[src/rtl/drive_share_pkg.sv]
package drive_share_pkg;
    typedef enum logic [2:0] {
        ST_UNPOWERED = 3'd0,
        ST_ENUM      = 3'd1,
        ST_NORMAL    = 3'd2,
        ST_SUSPENDED = 3'd3,
        ST_DETACHED  = 3'd4
    } attach_state_t;
endpackage

[src/rtl/ds_sync.sv]
module ds_sync #(
    parameter int STAGES = 2
) (
    input  logic clk,
    input  logic rst_n,
    input  logic async_i,
    output logic sync_o
);
    logic [STAGES-1:0] chain_q;

    genvar g;
    generate
        for (g = 0; g < STAGES; g++) begin : g_stage
            if (g == 0) begin : g_first
                always_ff @(posedge clk) begin
                    if (!rst_n) chain_q[g] <= 1'b0;
                    else        chain_q[g] <= async_i;
                end
            end else begin : g_rest
                always_ff @(posedge clk) begin
                    if (!rst_n) chain_q[g] <= 1'b0;
                    else        chain_q[g] <= chain_q[g-1];
                end
            end
        end
    endgenerate

    assign sync_o = chain_q[STAGES-1];
endmodule

[src/rtl/ds_attach_fsm.sv]
module ds_attach_fsm
    import drive_share_pkg::*;
(
    input  logic          clk,
    input  logic          rst_n,
    input  logic          vbus_s,
    input  logic          host_susp,
    input  logic          resume,
    input  logic          enum_done,
    output attach_state_t state_o,
    output logic          norm_next_o,
    output logic          enter_norm_o,
    output logic          ide_oe,
    output logic          susp_ind
);
    attach_state_t state_q, state_d;

    always_comb begin
        state_d = state_q;
        if (!vbus_s) begin
            state_d = (state_q == ST_UNPOWERED) ? ST_UNPOWERED : ST_DETACHED;
        end else begin
            unique case (state_q)
                ST_UNPOWERED: state_d = ST_ENUM;
                ST_DETACHED:  state_d = ST_ENUM;
                ST_ENUM:      if (enum_done) state_d = ST_NORMAL;
                ST_NORMAL:    if (host_susp) state_d = ST_SUSPENDED;
                ST_SUSPENDED: if (resume && !host_susp) state_d = ST_NORMAL;
                default:      state_d = ST_UNPOWERED;
            endcase
        end
    end

    always_ff @(posedge clk) begin
        if (!rst_n) state_q <= ST_UNPOWERED;
        else        state_q <= state_d;
    end

    always_comb begin
        ide_oe   = 1'b0;
        susp_ind = 1'b0;
        unique case (state_q)
            ST_NORMAL:    ide_oe   = 1'b1;
            ST_SUSPENDED: susp_ind = 1'b1;
            default: ;
        endcase
    end

    assign state_o      = state_q;
    assign norm_next_o  = (state_d == ST_NORMAL);
    assign enter_norm_o = (state_q == ST_ENUM) && (state_d == ST_NORMAL);
endmodule

[src/rtl/ds_reset_pulse.sv]
module ds_reset_pulse #(
    parameter int RST_CYCLES = 8
) (
    input  logic clk,
    input  logic rst_n,
    input  logic in_detached,
    input  logic enter_norm,
    input  logic norm_next,
    output logic drv_rst
);
    localparam int CW = $clog2(RST_CYCLES + 1);
    localparam logic [CW-1:0] LOAD = CW'(RST_CYCLES);

    logic          pending_q;
    logic [CW-1:0] cnt_q;

    always_ff @(posedge clk) begin
        if (!rst_n) begin
            pending_q <= 1'b0;
            cnt_q     <= '0;
        end else begin
            if (in_detached)                   pending_q <= 1'b1;
            else if (enter_norm && pending_q)  pending_q <= 1'b0;

            if (!norm_next)                    cnt_q <= '0;
            else if (enter_norm && pending_q)  cnt_q <= LOAD;
            else if (cnt_q != '0)              cnt_q <= cnt_q - 1'b1;
        end
    end

    assign drv_rst = (cnt_q != '0);
endmodule

[src/rtl/drive_share_ctrl.sv]
module drive_share_ctrl
    import drive_share_pkg::*;
#(
    parameter int SYNC_STAGES = 2,
    parameter int RST_CYCLES  = 8
) (
    input  logic clk,
    input  logic rst_n,
    input  logic vbus_en_i,
    input  logic host_susp_i,
    input  logic resume_i,
    input  logic enum_done_i,
    input  logic rom_strap_i,
    output logic ide_oe_o,
    output logic susp_ind_o,
    output logic drv_rst_o,
    output logic int_rom_sel_o
);
    logic          vbus_s;
    attach_state_t state;
    logic          norm_next, enter_norm;
    logic          strap_q;

    ds_sync #(.STAGES(SYNC_STAGES)) u_sync (
        .clk     (clk),
        .rst_n   (rst_n),
        .async_i (vbus_en_i),
        .sync_o  (vbus_s)
    );

    ds_attach_fsm u_fsm (
        .clk          (clk),
        .rst_n        (rst_n),
        .vbus_s       (vbus_s),
        .host_susp    (host_susp_i),
        .resume       (resume_i),
        .enum_done    (enum_done_i),
        .state_o      (state),
        .norm_next_o  (norm_next),
        .enter_norm_o (enter_norm),
        .ide_oe       (ide_oe_o),
        .susp_ind     (susp_ind_o)
    );

    ds_reset_pulse #(.RST_CYCLES(RST_CYCLES)) u_pulse (
        .clk         (clk),
        .rst_n       (rst_n),
        .in_detached (state == ST_DETACHED),
        .enter_norm  (enter_norm),
        .norm_next   (norm_next),
        .drv_rst     (drv_rst_o)
    );

    // Strap follows the pin while reset is held and freezes on release.
    always_ff @(posedge clk) begin
        if (!rst_n) strap_q <= rom_strap_i;
    end

    assign int_rom_sel_o = strap_q;
endmodule

[config.mk]
export PLATFORM = sky130hd
export DESIGN_NAME = drive_share_ctrl
export DESIGN_NICKNAME = d
export VERILOG_FILES = /design/src/rtl/drive_share_pkg.sv /design/src/rtl/ds_sync.sv /design/src/rtl/ds_attach_fsm.sv /design/src/rtl/ds_reset_pulse.sv /design/src/rtl/drive_share_ctrl.sv
export SDC_FILE = /design/constraint.sdc
export NUM_CORES = 1
export LEC_CHECK = 0
export ABC_AREA = 1
export BUFFER_PORTS_ARGS = -buffer_cell sky130_fd_sc_hd__buf_4
export CAP_MARGIN = 20
export CORE_AREA = 4 4 41 43
export CTS_BUF_LIST = sky130_fd_sc_hd__clkbuf_8
export CTS_CLUSTER_SIZE = 24
export DETAILED_ROUTE_END_ITERATION = 7
export DIE_AREA = 0 0 45 47
export MAX_ROUTING_LAYER = met4
export PLACE_DENSITY_LB_ADDON = 0.3
export SYNTH_ARGS = -nofsm -noshare
export SYNTH_HDL_FRONTEND = slang
export SYNTH_HIERARCHICAL = 1
export SYNTH_SLANG_ARGS = --single-unit
[constraint.sdc]
create_clock -name clk -period 1.7 [get_ports clk]
set_input_delay 0.17 -clock clk [delete_from_list [all_inputs] [get_ports clk]]
set_output_delay 0.17 -clock clk [all_outputs]
set_load 0.1 [all_outputs]
; Word level (Yosys, flattened, before mapping)
; Cells that the tools add are included.
[totals]
word_cells = 38
out_inout_bits = 4
in_bits = 7
reg_bits = 11
[classes]
addsub = 1
bitwise = 2
reduce_logical = 11
eq_ne = 5
muxes = 12
[op_table]
columns = op, n
row1 = 3-bit 2-to-1 mux, 5
row2 = 3-bit one-hot mux with 4 select lines, 1
row3 = 3-bit by 2-bit == test with 1-bit output (second input constant), 3
row4 = 4-bit 2-to-1 mux, 2
row5 = 1-bit 2-to-1 mux, 4
row6 = 2-bit nonzero test, 2
row7 = 4-bit nonzero test, 1
row8 = 4-bit by 1-bit subtractor with 4-bit output (second input constant), 1
row9 = 3-bit by 1-bit == test with 1-bit output (second input constant), 1
row10 = 3-bit == test (second input constant), 1
row11 = 1-bit logical AND, 3
row12 = 3-bit logical NOT, 1
row13 = 3-bit OR reduction, 1
row14 = 1-bit NOT, 2
row15 = 2-bit AND reduction, 1
row16 = 2-bit OR reduction, 1
row17 = 1-bit logical NOT, 1

; Logic depth before layout (Yosys ltp)
; Gate-level depths: netlist (run 1).
[logic_depth]
depth_word = 10
depth_mapped = 10
depth_no_buf = 10

; Cells and area by module
; The synthesis (run 1) kept the hierarchy.
[modules_own_cells]
columns = mod, instances, area_per_inst_um2, seq_area_each_um2, cells_per_inst
row1 = ds_reset_pulse, 1, 276.5, 100.1, 36
row2 = ds_attach_fsm, 1, 175.2, 60.1, 29
row3 = ds_sync, 1, 55.1, 40.0, 6
row4 = drive_share_ctrl, 1, 47.5, 30.0, 5

; Worst setup path after synthesis (run 1)
; No wires, ideal clock.
[synth_timing]
path_kind = reg2out
startpoint = register u_fsm.state_q[1] (netlist: u_fsm/state_o[1])
endpoint = output port susp_ind_o
path_slack_ns = -0.196
path_buffers = 0
arrival_ns = 1.726
required_time_ns = 1.530
stages_incl_launch_ff = 3
cell_sequence = dfxtp_1 nand2_1 nor2_1
[synth_between]
elab_chain_len = 2
[synth_rtl]
columns = item, line
row1 = start: declaration, ds_attach_fsm.sv:16  ; attach_state_t state_q, state_d;
row2 = start signal: assignment, ds_attach_fsm.sv:36  ; else state_q <= state_d;
row3 = 3-bit by 2-bit == test with 1-bit output, ds_attach_fsm.sv:42  ; unique case (state_q)
row4 = 1-bit 2-to-1 mux, ds_attach_fsm.sv:42
row5 = end: declaration, drive_share_ctrl.sv:15  ; output logic susp_ind_o,
; Every way passes these cells.

; Final worst setup path (run 1)
[layout_timing]
startpoint = register u_pulse.cnt_q[0]
endpoint = output port drv_rst_o
[layout_between]
elab_chain_len = 1
[layout_rtl]
columns = item, line
row1 = start: declaration, ds_reset_pulse.sv:15  ; logic [CW-1:0] cnt_q;
row2 = start signal: assignment, ds_reset_pulse.sv:27  ; else if (cnt_q != '0) cnt_q <= cnt_q - 1'b1;
row3 = 4-bit nonzero test, ds_reset_pulse.sv:31  ; assign drv_rst = (cnt_q != '0);
row4 = end: declaration, drive_share_ctrl.sv:16  ; output logic drv_rst_o,
; Every way passes these cells.

==> impl_metrics.yaml, run 1 <==
grt:
  grt_pass1_wl_um: 1656
  first_global_vias: 404
  grt_overflow_total: 0
  globalRouteTotalUtil_pct: 11.31
  grt_max_degree: 9
  grt_antenna_before_repair: 0
clock_tree:
  clock_path_buffers: 2
  clk_pin_slew_ns: 0.05
  cts_buffers: 3
  ctsResizeCount: 0
  clk_latency_ns: 0.23
  cts_hold_buffers: 0
  root_buffer: "clkbuf_8"
  cts_sinks: 11
  post-cts-setup-buffers: 0
  cts_tree: "built"
  h-tree-depth: 1
detailed_routing:
  drtAntennaViolNets: 0
  finalWirelength_um: 963
  initialDrtViolationCount: 6
  viasPerCell: 4.429
  drt_pass1_iterations: 4
  drc_errors: 0
  routedWlPerCell_um: 9.171
  route.vias.total: 465
cells_and_area:
  fin_util_pct: 53.75
  diodes: 0
  drive_above_1_share_pct: 28.89
  syn2layout_area_growth_pct: 26.19
  stdcell_area_um2: 699.4
  layout.cells.non_filler: 105
  final_nets: 100
setup_path:
  crit_start: "u_pulse/cnt_q[0]$_SDFFE_PP0P_"
  crit_cells: 4
  start_kind: "register"
  reg2reg_depth: 8
  crit_type: "reg -> out"
  crit_buf_inv: 2
  critPathRequiredTime_ns: 1.53
  path_cells: "inv_1 -> ha_1 -> nand3_4 -> buf_4"
  cp_max_fo: 5
  critPathArrivalTime_ns: 1.31
  max_stage_delay_ns: 0.32
  slowest_stage: "dfxtp_1"
  crit_family: "buffers and inverters"
  cp-end-kind: "output port"
  regToRegStartpoint: "u_fsm/state_o[1]$_SDFF_PN0_"
floorplan:
  fp.dieW_um: 45
  ios: 11
  initial_utilization_pct: 42.60
  die-area_um2: 2115
  die_h_um: 47
  core_um2: 1301
  fp-row-count: 13
sta:
  finClkSkew_ns: 0.0008319
  worstMarginPinSlew_ns: 0.2800
  final_max_slew_viol_count: 0
  rsz0062_at_grt: "no"
  tns_ns: 0
  final_hold_viol_count: 0
  fmax_mhz: 673.7
  post-route-min-period_ns: 1.484
  setup_viol: 0
  slew_headroom_pct: 81.49
  timing.final.crit_share_pct: 87.31
yosys:
  avgSynthCellArea_um2: 7.293
  yosys.area.top_type: "dfxtp_1"
  synth_cell_types: 20
  ys_top_cells_by_area: "dfxtp_1, nand2_1, nor2_1"
  yosys_warnings: 6
  synthArstFlopShare_pct: 0
  synth_area_um2: 554.3
  synthCells: 76
  ys_seq_elements: 11
  synth-seq-area-share_pct: 41.53
  yosys.cell_count.top_type: "nand2_1"
  yosys-top-cells-count: "nand2_1, nor2_1, inv_1, dfxtp_1, nand3_1"
  synth_edf_count: 1
  synth_top_area_share_pct: 36.12
  syn_nets: 85
  synthFlopType: "dfxtp_1"
hold_path:
  min_from: "rom_strap_i"
  whs_path_depth: 1
  hp-class: "in -> reg"
placed_design:
  dp.cells: 101
  place_congestion: 0.7611
  port_buffers: 10
  placed_area_um2: 653.1
  dp_hpwl_um: 765
pwr:
  p_leak_nw: 0.3281
  combPwrFrac_pct: 7.3
  swShare_pct: 22.34
  clockPowerShare_pct: 45.1
  power_switching_mw: 0.1282
  p_per_area_nw_per_um2: 820.2
  vdd_drop_max_mv: 0.6955
  internal_power_mw: 0.4455
  power.share.sequential_pct: 47.6
status:
  status: "finished, final reports clean"
run:
  cap_violations: 0
power by group through the flow:
stage                     clock network (mW)  registers (mW)  logic [mW]
after floorplan                            0           0.291      0.0111
after detailed placement                   0           0.278      0.0424
final                                  0.259           0.273      0.0419
after global placement                     0           0.278      0.0422
after global routing                   0.282           0.273      0.0455
after CTS                              0.271           0.273      0.0424
layer usage:
metal | GRT usage (%) | part of all wire [%] | up-vias
met5 | - | 0 | -
met4 | 3.509 | 0.62 | 0
met3 | 5.747 | 5.6 | 2
met2 | 15.82 | 42 | 11
met1 | 14.06 | 51 | 193
li1 | - | - | 259
area by class of cell:
cell class                 count  area [µm²]
fill                         129       601.8
multi-input combinational     50       272.8
sequential                    11       230.2
timing repair buffer          10       75.07
inverter                      15       56.30
clock buffer                   3       41.29
tap                           15       18.77
clock inverter                 1       5.005
logic make-up (layout without fill, tap and decap cells):
kind of cell / count (synthesis) / in the layout / synth area share, %
DFF: 11 / 11 / 41.53
xor gates and xnor gates: 1 / 1 / 1.580
adders and majority gates: 2 / 2 / 4.514
and+or+nand+nor: 42 / 42 / 37.25
AOI/OAI and AO/OA: 5 / 5 / 4.965
buffers and inverters: 15 / 29 / 10.16
final timing paths:
path,to,slack [ns]
max reg2reg,u_pulse/cnt_q[1]$_SDFFE_PP0P_,0.26
min reg2reg,u_sync/sync_o$_SDFF_PN0_,0.42
min,int_rom_sel_o$_DFFE_PN_,0.11
max,drv_rst_o,0.22
stage by stage:
step / hold WS, ns / setup slack (ns) / power (mW)
2_1_floorplan: 0.2635 / 0.2579 / 0.3025
3_3_place_gp: 0.3513 / 0.3335 / 0.3204
3_5_place_dp: 0.3524 / 0.2748 / 0.3205
4_1_cts: 0.1044 / 0.1935 / 0.5861
5_1_grt: 0.1055 / 0.03769 / 0.6002
6_report: 0.1098 / 0.2157 / 0.5737
cells in the final DEF (no fill, tap or decap):
cell,instances
nor2_2,4
ha_1,2
buf_4,10
nor3b_2,1
dfxtp_1,10
nand2_1,17
xnor2_1,1
o21a_1,1
nand3_1,4
nor3_1,1
nor3_2,1
clkbuf_8,3
nand3_4,1
edfxtp_1,1
o21ai_1,1
o21ai_0,2
nor2_1,11
clkinv_2,1
inv_1,12
nand3_2,1
inv_2,3
nand2_2,1
a21oi_1,1
sequential cells by signal, indices dropped and copies added (netlist names):
register and cells:
u_fsm/state_o 3, int_rom_sel_o 1, u_pulse/cnt_q 4, u_sync/sync_o 1, u_pulse/pending_q 1, u_sync/chain_q 1
Power figures use the tool's default switching activity.
==> run 2: changes to the inputs <==
- CAP_MARGIN: 20 -> 25
- RECOVER_POWER: default -> 100
==> run 2 against run 1 <==
Net effect: critical path depth unchanged; final cell count unchanged; setup slack worse by 0.040 ns; non-clock buffer count unchanged; first-iteration DRC count unchanged; critical path type unchanged; largest cell class unchanged; largest power group unchanged.
==> impl_metrics.yaml, run 2 (synthesis gave the netlist of run 1 again) <==
cells_and_area:
  mostFrequentLayoutCells: "nand2_1, inv_1, nor2_1"
  fin_util_pct: 51.92
  multi_input_area_um2: 260.3
  largest_register_ff_count: 4
  final_common_cell: "nand2_1"
  syn2layout_area_growth_pct: 21.90
  diodes: 0
  fillers: 135
  drive_above_1_share_pct: 23.33
  top_register: "u_pulse/cnt_q"
  ff_latch_area_um2: 230.2
  final_nets: 100
grt:
  globalRouteTotalUtil_pct: 11.31
  first_global_vias: 404
  grt_overflow_total: 0
  grt_pass1_wl_um: 1656
  grt_max_degree: 9
  grt_antenna_before_repair: 0
detailed_routing:
  finalWirelength_um: 963
  viasPerCell: 4.429
  routedWlPerCell_um: 9.171
  drc_errors: 0
  initialDrtViolationCount: 6
  drtAntennaViolNets: 0
  route.vias.total: 465
  drt_pass1_iterations: 4
setup_path:
  critPathArrivalTime_ns: 1.35
  cp-end-kind: "output port"
  cp_max_fo: 5
  start_kind: "register"
  crit_type: "reg -> out"
  max_stage_delay_ns: 0.34
  slowest_stage: "clkbuf_4"
  critPathRequiredTime_ns: 1.53
  path_cells: "inv_1 -> ha_1 -> nand3_4 -> clkbuf_4"
sta:
  setup_viol: 0
  rsz0062_at_grt: "no"
  final_max_slew_viol_count: 0
  slew_headroom_pct: 63.92
  timing.final.crit_share_pct: 89.69
  post-route-min-period_ns: 1.525
  finClkSkew_ns: 0.0003808
  final_hold_viol_count: 0
  fmax_mhz: 655.9
  worstMarginPinSlew_ns: 0.5435
  tns_ns: 0
floorplan:
  fp.dieW_um: 45
  die_h_um: 47
  fp-row-count: 13
  initial_utilization_pct: 42.60
  ios: 11
  core_um2: 1301
  die-area_um2: 2115
clock_tree:
  clk_pin_slew_ns: 0.05
  h-tree-depth: 1
  cts_tree: "built"
  clock_path_buffers: 2
  cts_buffers: 3
  ctsResizeCount: 0
  post-cts-setup-buffers: 0
  cts_sinks: 11
  clk_latency_ns: 0.23
  root_buffer: "clkbuf_8"
  cts_hold_buffers: 0
placed_design:
  place_congestion: 0.7611
  port_buffers: 10
  dp_hpwl_um: 765
pwr:
  p_leak_nw: 0.3199
  vdd_drop_max_mv: 0.6914
  p_per_area_nw_per_um2: 843.0
run:
  cap_violations: 0
status:
  status: "finished, final reports clean"
hold_path:
  hp-class: "in -> reg"
-- run 2: critical path: cells and delay by family, from the launching register on --
kind | cells | cell delay [ns]
adder cells (fa/ha/maj) | 1 | 0.25
AND/OR/NAND/NOR | 1 | 0.12
buffers and inverters | 2 | 0.42
flip-flops | 1 | 0.32
-- run 2: stage by stage --
stage / worst slack, ns / cell area [µm²] / cells / hold slack [ns] / power [mW]
2_1_floorplan: 0.2579 / 559.3 / 76 / 0.2635 / 0.3025
3_3_place_gp: 0.3335 / 653.1 / 101 / 0.3513 / 0.3204
3_5_place_dp: 0.2748 / 653.1 / 101 / 0.3524 / 0.3205
4_1_cts: 0.1935 / 699.4 / 105 / 0.1044 / 0.5861
5_1_grt: 0.04026 / 675.6 / 105 / 0.1198 / 0.5972
6_report: 0.1753 / 675.6 / 105 / 0.1126 / 0.5696
-- run 2: power by group --
| part | switching, mW | total (mW) | internal [mW] |
|---|---|---|---|
| Combinational | 0.0259 | 0.0391 | 0.0133 |
| Sequential | 0.00406 | 0.273 | 0.269 |
| Clock | 0.0969 | 0.258 | 0.161 |
-- run 2: final cells by class --
type	instances	share of cell area, %
tap	15	2.778
clock buffer	3	6.111
inverter	15	8.333
sequential	11	34.07
clock inverter	1	0.7407
multi-input combinational	50	38.52
timing repair buffer	10	9.444
-- run 2: metal layers --
| layer | up-vias | wire length (µm) | global-route usage (%) |
|---|---|---|---|
| met1 | 193 | 504 | 14.06 |
| li1 | 259 | - | - |
| met4 | 0 | 6 | 3.509 |
| met5 | - | 0 | - |
| met3 | 2 | 49 | 5.747 |
| met2 | 11 | 402 | 15.82 |
-- run 2: worst paths after layout --
path / cells after the start / slack [ns] / startpoint / endpoint
min: 3 / 0.11 / vbus_en_i / u_sync/chain_q[0]$_SDFF_PN0_
max: 4 / 0.18 / u_pulse/cnt_q[0]$_SDFFE_PP0P_ / drv_rst_o
min reg2reg: 2 / 0.42 / u_sync/chain_q[0]$_SDFF_PN0_ / u_sync/sync_o$_SDFF_PN0_
max reg2reg: 8 / 0.28 / u_fsm/state_o[1]$_SDFF_PN0_ / u_pulse/cnt_q[1]$_SDFFE_PP0P_
